--- src/rtl/scl_pacer_pkg.sv ---
package scl_pacer_pkg;
  typedef enum logic [1:0] {
    PH_IDLE = 2'd0,
    PH_LOW  = 2'd1,
    PH_HIGH = 2'd2
  } phase_e;
endpackage

--- src/rtl/scl_cfg_snap.sv ---
module scl_cfg_snap #(
  parameter int PSC_W  = 8,
  parameter int TIME_W = 8,
  parameter int LO_ADD = 7,
  parameter int HI_ADD = 5,
  localparam int LEN_W = TIME_W + 1
) (
  input  logic                clk,
  input  logic                rst_n,
  input  logic                load,
  input  logic [PSC_W-1:0]    psc_in,
  input  logic [2*TIME_W-1:0] tlo_in,
  input  logic [2*TIME_W-1:0] thi_in,
  input  logic                hs_in,
  output logic [PSC_W-1:0]    psc_q,
  output logic [LEN_W-1:0]    lo_len,
  output logic [LEN_W-1:0]    hi_len
);
  logic [TIME_W-1:0] lo_pick, hi_pick;

  // choose the byte of the active speed mode
  assign lo_pick = hs_in ? tlo_in[2*TIME_W-1:TIME_W] : tlo_in[TIME_W-1:0];
  assign hi_pick = hs_in ? thi_in[2*TIME_W-1:TIME_W] : thi_in[TIME_W-1:0];

  always_ff @(posedge clk or negedge rst_n) begin
    if (!rst_n) begin
      psc_q  <= '0;
      lo_len <= LEN_W'(LO_ADD);
      hi_len <= LEN_W'(HI_ADD);
    end else if (load) begin
      psc_q  <= psc_in;
      lo_len <= {1'b0, lo_pick} + LEN_W'(LO_ADD);
      hi_len <= {1'b0, hi_pick} + LEN_W'(HI_ADD);
    end
  end
endmodule

--- src/rtl/scl_tick_div.sv ---
module scl_tick_div #(
  parameter int PSC_W = 8
) (
  input  logic             clk,
  input  logic             rst_n,
  input  logic             run,
  input  logic [PSC_W-1:0] psc,
  output logic             tick
);
  logic [PSC_W-1:0] pc;

  assign tick = run && (pc == psc);

  always_ff @(posedge clk or negedge rst_n) begin
    if (!rst_n)      pc <= '0;
    else if (!run)   pc <= '0;
    else if (tick)   pc <= '0;
    else             pc <= pc + PSC_W'(1);
  end

  AST_DIV_RANGE: assert property (@(posedge clk) disable iff (!rst_n)
    pc <= psc);
  AST_IDLE_NO_TICK: assert property (@(posedge clk) disable iff (!rst_n)
    !run |=> pc == '0);
endmodule

--- src/rtl/scl_phase_fsm.sv ---
module scl_phase_fsm
  import scl_pacer_pkg::*;
#(
  parameter int TIME_W = 8,
  localparam int LEN_W = TIME_W + 1
) (
  input  logic             clk,
  input  logic             rst_n,
  input  logic             en,
  input  logic             tick,
  input  logic [LEN_W-1:0] lo_len,
  input  logic [LEN_W-1:0] hi_len,
  output logic             running,
  output logic             load,
  output logic             scl,
  output logic             lo_start,
  output logic             hi_start
);
  phase_e           state, state_n;
  logic [LEN_W-1:0] cnt, cnt_n;
  logic             to_high;

  assign running = (state != PH_IDLE);

  always_comb begin
    state_n = state;
    cnt_n   = cnt;
    load    = 1'b0;
    to_high = 1'b0;
    unique case (state)
      PH_IDLE: begin
        cnt_n = '0;
        if (en) begin
          state_n = PH_LOW;
          load    = 1'b1;
        end
      end
      PH_LOW: begin
        if (!en) begin
          state_n = PH_IDLE;
          cnt_n   = '0;
        end else if (tick) begin
          if (cnt == lo_len - LEN_W'(1)) begin
            state_n = PH_HIGH;
            cnt_n   = '0;
            to_high = 1'b1;
          end else begin
            cnt_n = cnt + LEN_W'(1);
          end
        end
      end
      PH_HIGH: begin
        if (!en) begin
          state_n = PH_IDLE;
          cnt_n   = '0;
        end else if (tick) begin
          if (cnt == hi_len - LEN_W'(1)) begin
            state_n = PH_LOW;
            cnt_n   = '0;
            load    = 1'b1;
          end else begin
            cnt_n = cnt + LEN_W'(1);
          end
        end
      end
      default: begin
        state_n = PH_IDLE;
        cnt_n   = '0;
      end
    endcase
  end

  always_ff @(posedge clk or negedge rst_n) begin
    if (!rst_n) begin
      state    <= PH_IDLE;
      cnt      <= '0;
      scl      <= 1'b1;
      lo_start <= 1'b0;
      hi_start <= 1'b0;
    end else begin
      state    <= state_n;
      cnt      <= cnt_n;
      scl      <= (state_n != PH_LOW);
      lo_start <= load;
      hi_start <= to_high;
    end
  end

  AST_LOW_BOUND: assert property (@(posedge clk) disable iff (!rst_n)
    (state == PH_LOW) |-> (cnt < lo_len));
  AST_HIGH_BOUND: assert property (@(posedge clk) disable iff (!rst_n)
    (state == PH_HIGH) |-> (cnt < hi_len));
  AST_LO_FALL: assert property (@(posedge clk) disable iff (!rst_n)
    lo_start |-> $fell(scl));
  AST_HI_RISE: assert property (@(posedge clk) disable iff (!rst_n)
    hi_start |-> $rose(scl));
  AST_OFF_QUIET: assert property (@(posedge clk) disable iff (!rst_n)
    !en |=> (scl && !lo_start && !hi_start));
  AST_START_SINGLE: assert property (@(posedge clk) disable iff (!rst_n)
    lo_start |=> !lo_start);
endmodule

--- src/rtl/scl_pacer.sv ---
module scl_pacer #(
  parameter int PSC_W  = 8,
  parameter int TIME_W = 8,
  parameter int LO_ADD = 7,
  parameter int HI_ADD = 5,
  localparam int LEN_W = TIME_W + 1,
  localparam int REG_W = 2 * TIME_W
) (
  input  logic             clk,
  input  logic             rst_n,
  input  logic             en,
  input  logic [PSC_W-1:0] psc_val,
  input  logic [REG_W-1:0] tlo_val,
  input  logic [REG_W-1:0] thi_val,
  input  logic             hs_sel,
  output logic             scl_o,
  output logic             tick_o,
  output logic             lo_start_o,
  output logic             hi_start_o
);
  logic [PSC_W-1:0] psc_q;
  logic [LEN_W-1:0] lo_len, hi_len;
  logic             running, load;

  scl_cfg_snap #(
    .PSC_W(PSC_W), .TIME_W(TIME_W), .LO_ADD(LO_ADD), .HI_ADD(HI_ADD)
  ) u_snap (
    .clk(clk), .rst_n(rst_n), .load(load),
    .psc_in(psc_val), .tlo_in(tlo_val), .thi_in(thi_val), .hs_in(hs_sel),
    .psc_q(psc_q), .lo_len(lo_len), .hi_len(hi_len)
  );

  scl_tick_div #(.PSC_W(PSC_W)) u_div (
    .clk(clk), .rst_n(rst_n), .run(running), .psc(psc_q), .tick(tick_o)
  );

  scl_phase_fsm #(.TIME_W(TIME_W)) u_fsm (
    .clk(clk), .rst_n(rst_n), .en(en), .tick(tick_o),
    .lo_len(lo_len), .hi_len(hi_len),
    .running(running), .load(load), .scl(scl_o),
    .lo_start(lo_start_o), .hi_start(hi_start_o)
  );

  AST_CFG_HELD: assert property (@(posedge clk) disable iff (!rst_n)
    (running && !load) |=> ($stable(lo_len) && $stable(hi_len) && $stable(psc_q)));
  AST_TICK_RUN: assert property (@(posedge clk) disable iff (!rst_n)
    tick_o |-> running);
endmodule

--- config.mk ---
export PLATFORM = sky130hd
export DESIGN_NAME = scl_pacer
export DESIGN_NICKNAME = d
export VERILOG_FILES = /design/src/rtl/scl_pacer_pkg.sv /design/src/rtl/scl_cfg_snap.sv /design/src/rtl/scl_tick_div.sv /design/src/rtl/scl_phase_fsm.sv /design/src/rtl/scl_pacer.sv
export SDC_FILE = /design/constraint.sdc
export NUM_CORES = 1
export LEC_CHECK = 0
export ABC_AREA = 1
export BUFFER_PORTS_ARGS = -buffer_cell sky130_fd_sc_hd__clkbuf_2
export CELL_PAD_IN_SITES_DETAIL_PLACEMENT = 1
export CELL_PAD_IN_SITES_GLOBAL_PLACEMENT = 2
export CORE_MARGIN = 3
export CORE_UTILIZATION = 35
export DETAILED_ROUTE_END_ITERATION = 10
export MAX_ROUTING_LAYER = met4
export PLACE_DENSITY = 0.86
export SYNTH_ARGS = -nofsm -noshare
export SYNTH_HDL_FRONTEND = slang
export SYNTH_SLANG_ARGS = --single-unit
--- constraint.sdc ---
create_clock -name clk -period 6 [get_ports clk]
set_input_delay 1.8 -clock clk [delete_from_list [all_inputs] [get_ports clk]]
set_output_delay 1.8 -clock clk [all_outputs]
set_load 0.03 [all_outputs]
## Word level (Yosys, flattened, before mapping)

Index checks and enable logic that the tools add are counted.

| cells by class | value |
|---|---|
| $add $sub $neg | 6 |
| multipliers | 0 |
| divide/modulo/power cells | 0 |
| $lt $le $gt $ge | 0 |
| equality and inequality tests | 8 |
| shift-type cells | 0 |
| muxes and demuxes | 28 |
| bitwise logic cells | 0 |
| reductions and logical operators | 4 |

Operators with widths:

| operator | count |
|---|---|
| 9-bit two-way mux | 6 |
| 8-bit two-way mux | 4 |
| 8-bit by 3-bit adder with 9-bit output (second input constant) | 2 |
| 9-bit equality test | 2 |
| 9-bit one-hot mux with 2 select lines | 1 |
| 9-bit by 1-bit subtractor with 9-bit output (second input constant) | 2 |
| 2-bit two-way mux | 7 |
| 9-bit by 1-bit adder with 9-bit output (second input constant) | 1 |
| 8-bit by 1-bit adder with 8-bit output (second input constant) | 1 |
| 8-bit equality test | 1 |
| 1-bit two-way mux | 8 |
| 3-bit inequality test (second input constant) | 2 |
| 2-bit one-hot mux with 3 select lines | 1 |
| 2-bit by 1-bit equality test with 1-bit output (second input constant) | 1 |
| 2-bit equality test (second input constant) | 1 |
| 2-bit logical NOT | 1 |
| 2-bit by 1-bit inequality test with 1-bit output (second input constant) | 1 |
| 1-bit one-hot mux with 2 select lines | 1 |
| 2-bit AND reduction | 1 |
| 2-bit nonzero test | 1 |
| 1-bit logical AND | 1 |

| word-level totals | value |
|---|---|
| register bits | 48 |
| bits in latches | 0 |
| memory bits (writable) | 0 |
| ROM bits | 0 |
| bits of input ports | 44 |
| output and inout port bits | 4 |
| memories | 0 |

## Depth between registers and ports, before layout

| logic depth | value |
|---|---|
| depth after elaboration | 7 |
| gate-level depth with buffers | 15 |
| depth with buffers taken out | 15 |

## Cells and area by module

A second synthesis with hierarchy kept.

| unflattened totals | value |
|---|---|
| cell total of the unflattened synthesis | 526 |
| area total of the unflattened synthesis | 3,540.9 um2 |

By module, submodules not included:

| module | times used | cells each | area each (um2) | seq. area each (um2) |
|---|---|---|---|---|
| scl_cfg_snap | 1 | 212 | 1,544.0 | 656.9 |
| scl_phase_fsm | 1 | 243 | 1,482.7 | 351.6 |
| scl_tick_div | 1 | 71 | 514.2 | 200.2 |

## Least setup slack after synthesis

No wires, ideal clock.

| path | value |
|---|---|
| kind | reg2out |
| start | register u_fsm.state[0] |
| end | output port tick_o |
| arrival time | 1.272 ns |
| required time | 4.200 ns |
| setup slack | 2.928 ns |
| cell stages (with the launch flop) | 6 |
| buffers on the path | 0 |
| cells stage by stage | dfrtp_1 > inv_1 > ha_1 > a21oi_1 > nand3_1 > nor2_2 |

| on the way | value |
|---|---|
| word-level cells in the longest chain between the ends | 2 |

Ends and longest elaborated chain:

| item | line | source |
|---|---|---|
| from (decl) | scl_phase_fsm.sv:19 | `phase_e state, state_n;` |
| from (signal assigned) | scl_phase_fsm.sv:81 | `state <= state_n;` |
| 2-bit nonzero test | scl_phase_fsm.sv:23 | `assign running = (state != PH_IDLE);` |
| 1-bit logical AND | scl_tick_div.sv:12 | `assign tick = run && (pc == psc);` |
| to (decl) | scl_pacer.sv:17 | `output logic tick_o,` |

No other way between the ends.

## Worst setup path after layout

Ends and elaborated chain as after synthesis.

==> flow_metrics.tcl <==
set metrics [dict create \
    status "complete, no violations" \
    gp_congestion 0.814 \
    post-layout-total-power_mw 1.55 \
    worst_hold_startpoint "u_div.pc[0]" \
    routed-via-count 3169 \
    fp-row-count 35 \
    port_buffers 47 \
    hold_path_depth 1 \
    fillCellCount 1279 \
    final_cells 675 \
    syn-instance-count 500 \
    syn-num-nets 554 \
    fin_worst_hold_slack_ps 527 \
    p_per_area_nw_per_um2 391 \
    worst-r2r-cell-count 14 \
    die_h_um 106 \
    hpwl_um 7080 \
    dp.cells 667 \
    post_synth_num_cell_types 30 \
    timing.critical_path.fanout_max 6 \
    worst-endpoint-required_ps 4200 \
    avgSynthCellArea_um2 7.03 \
    r2r-start "u_snap.hi_len[0]" \
    start_util 0.370 \
    synthDominantAreaCellType "dfrtp_1" \
    hp-class "flip-flop to flip-flop" \
    sequential_share_of_the_synthesized_area 0.344 \
    timing.hold.worst_endpoint "u_div.pc[0]" \
    clock_sinks 48 \
    static_power_due_to_leakage_nw 2.06 \
    post_dp_cell_area_um2 3840 \
    power.ir.vdd_worst_mv 0.121 \
    pin_count 48 \
    tritoncts.num_buffers 5 \
    antenna_cells 0 \
    setup.reg_to_reg.worst_slack_ps 3010 \
    clock_path_buffers 2 \
    drc 0 \
    postCtsResizedCells 0 \
    antenna_found_initial 0 \
    finalSetupTns_ps 0 \
    period_needed_ps 3650 \
    slew_viol_final 0 \
    final_net_count 599 \
    die_area_um2 11300 \
    maxClockFrequency_ghz 0.274 \
    routed_antenna_nets 0 \
    timing.slew.headroom 0.359 \
    post-route-period-util 0.608 \
    crit_path_end_kind "primary output" \
    crit_arrival_ps 1850 \
    grt_overflow 0 \
    first_global_vias 3309 \
    synth_top_area_share 0.299 \
    yosys_warning_count 0 \
    cell_chosen_for_the_clock_root "clkbuf_8" \
    worstSkewPairLatency_ps 310 \
    timing.rr.end "u_snap.hi_len[0]" \
    postCtsSetupBuffers 0 \
    vias_per_cell 4.69 \
    cts_tree "built" \
    timing.critical_path.from_type "flip-flop" \
    synthesis.area_um2 3510 \
    fp.dieW_um 106 \
    hold_violations 0 \
    maxCapViolations 0 \
    grt_max_degree 49 \
    clock_input_transition_at_the_sequential_cells_of_the_worst_setup_and_hold_paths_ps 110 \
    drt_iter0_drc 131 \
    layout.cells.most_common "nand2_1" \
    coreArea_um2 9500 \
    areaGrowthSynthToFinish_pct 12.6 \
    grt_util_all_layers 0.176 \
    cts_h_tree_depth 2 \
    number_of_setup_violations_in_the_final_report 0 \
    global_route_wire_length_before_repair_um 15800 \
    clock-skew-final_ps 13.3 \
    final_design_area_no_fill_um2 3960 \
    final_cell_mix "nand2_1, inv_1, nor2_1, clkbuf_2, dfrtp_1" \
    postSynthRegisterBits 48 \
    grt_setup_unrepaired "false" \
    holdBufCountCts 0 \
    totalWireLength_um 8940 \
    drt-pass1-iter-count 4 \
    classification_of_the_worst_setup_path "flip-flop to primary output" \
    layout-drive-gt1-share 0.163 \
    max_slew.worst_pin.slew_ps 958 \
    leading_cell_types_by_total_area_after_synthesis "dfrtp_1, nand2_1, inv_1" \
    post_drt_wl_per_cell_um 13.2 \
]
[worst max-delay path by stage]
| stage | from | endpoint | slack, ps | depth (start not counted) |
|---|---|---|---|---|
| after floorplan | u_fsm.state[0] | tick_o | 2930 | 5 |
| after global placement | hs_sel | u_snap.hi_len[8] | 2610 | 9 |
| after detailed placement | hs_sel | u_snap.hi_len[8] | 2490 | 9 |
| after CTS | u_fsm.state[1] | tick_o | 2320 | 6 |
| after global routing | u_fsm.state[0] | tick_o | 2190 | 6 |
| final | u_fsm.state[0] | tick_o | 2350 | 6 |
[synthesized netlist by cell type]
| cell type | instances |
|---|---|
| o21ai_1 | 9 |
| clkbuf_1 | 3 |
| mux2_2 | 1 |
| o22ai_1 | 1 |
| nand2_1 | 156 |
| mux2i_1 | 7 |
| o21a_1 | 1 |
| o21bai_1 | 1 |
| nand3b_1 | 1 |
| a21o_1 | 1 |
| nand4_2 | 1 |
| a31oi_1 | 1 |
| buf_6 | 5 |
| xor2_1 | 26 |
| inv_2 | 3 |
| inv_1 | 71 |
| nor3_1 | 14 |
| nor2_2 | 4 |
| o21ai_0 | 15 |
| dfrtp_1 | 42 |
| dfstp_2 | 6 |
| nand3_1 | 33 |
| a21boi_4 | 1 |
| o21ai_2 | 16 |
| nand4_1 | 4 |
| ha_1 | 10 |
| xnor2_1 | 12 |
| buf_2 | 3 |
| a21oi_1 | 5 |
| nor2_1 | 47 |
[state kept, by name, summed over array words and instances, names as in the netlist]
register,cells
u_div.pc,8
u_fsm.cnt,9
u_fsm.hi_start,1
u_fsm.lo_start,1
u_fsm.scl,1
u_fsm.state,2
u_snap.hi_len,9
u_snap.lo_len,9
u_snap.psc_q,8
[cell type report]
class | count | area [um2] | area share
Multi-Input combinational cell | 367 | 1950 | 0.491
Clock inverter | 3 | 46.3 | 0.0117
Sequential cell | 48 | 1210 | 0.305
Timing Repair Buffer | 49 | 250 | 0.0632
Clock buffer | 5 | 68.8 | 0.0174
Inverter | 74 | 278 | 0.0702
Tap cell | 129 | 161 | 0.0408
[worst max-delay path, stage by stage, from the launching register on]
cell and delay [ps]:
dfrtp_1 420, inv_1 90, ha_1 240, a21oi_1 130
nand3_1 120, nor2_2 260, clkbuf_2 260
[logic make-up (layout without fill, tap and decap cells)]
family | Yosys count | count (layout) | share of synthesized area
AND/OR/NAND/NOR | 260 | 260 | 0.304
AO/OA/AOI/OAI | 51 | 51 | 0.0965
buffers and inverters | 85 | 131 | 0.103
flip-flops | 48 | 48 | 0.344
XOR/XNOR | 38 | 38 | 0.0947
multiplexers | 8 | 8 | 0.0231
adder cells (fa/ha/maj) | 10 | 10 | 0.0356
[stage by stage]
stage	setup slack (ps)	util
final	2350	0.417
after floorplan	2930	-
after global placement	2610	0.404
after detailed placement	2490	0.404
after global routing	2190	0.417
after CTS	2320	0.417
[per-layer routing]
layer / wire length, um / track usage / share of wire / up-vias
met4: 117 / 0.0398 / 0.013 / 0
met2: 3930 / 0.270 / 0.44 / 53
met1: 4660 / 0.251 / 0.52 / 1462
met5: 0 / - / 0 / -
met3: 223 / 0.0200 / 0.025 / 8
li1: - / - / - / 1646
[power breakdown]
group          total, mW  switching [mW]  internal (mW)
sequential         0.523          0.0881          0.435
clock              0.252           0.126          0.126
combinational      0.772           0.503          0.269
No activity file was read; power rests on OpenSTA's default activity.
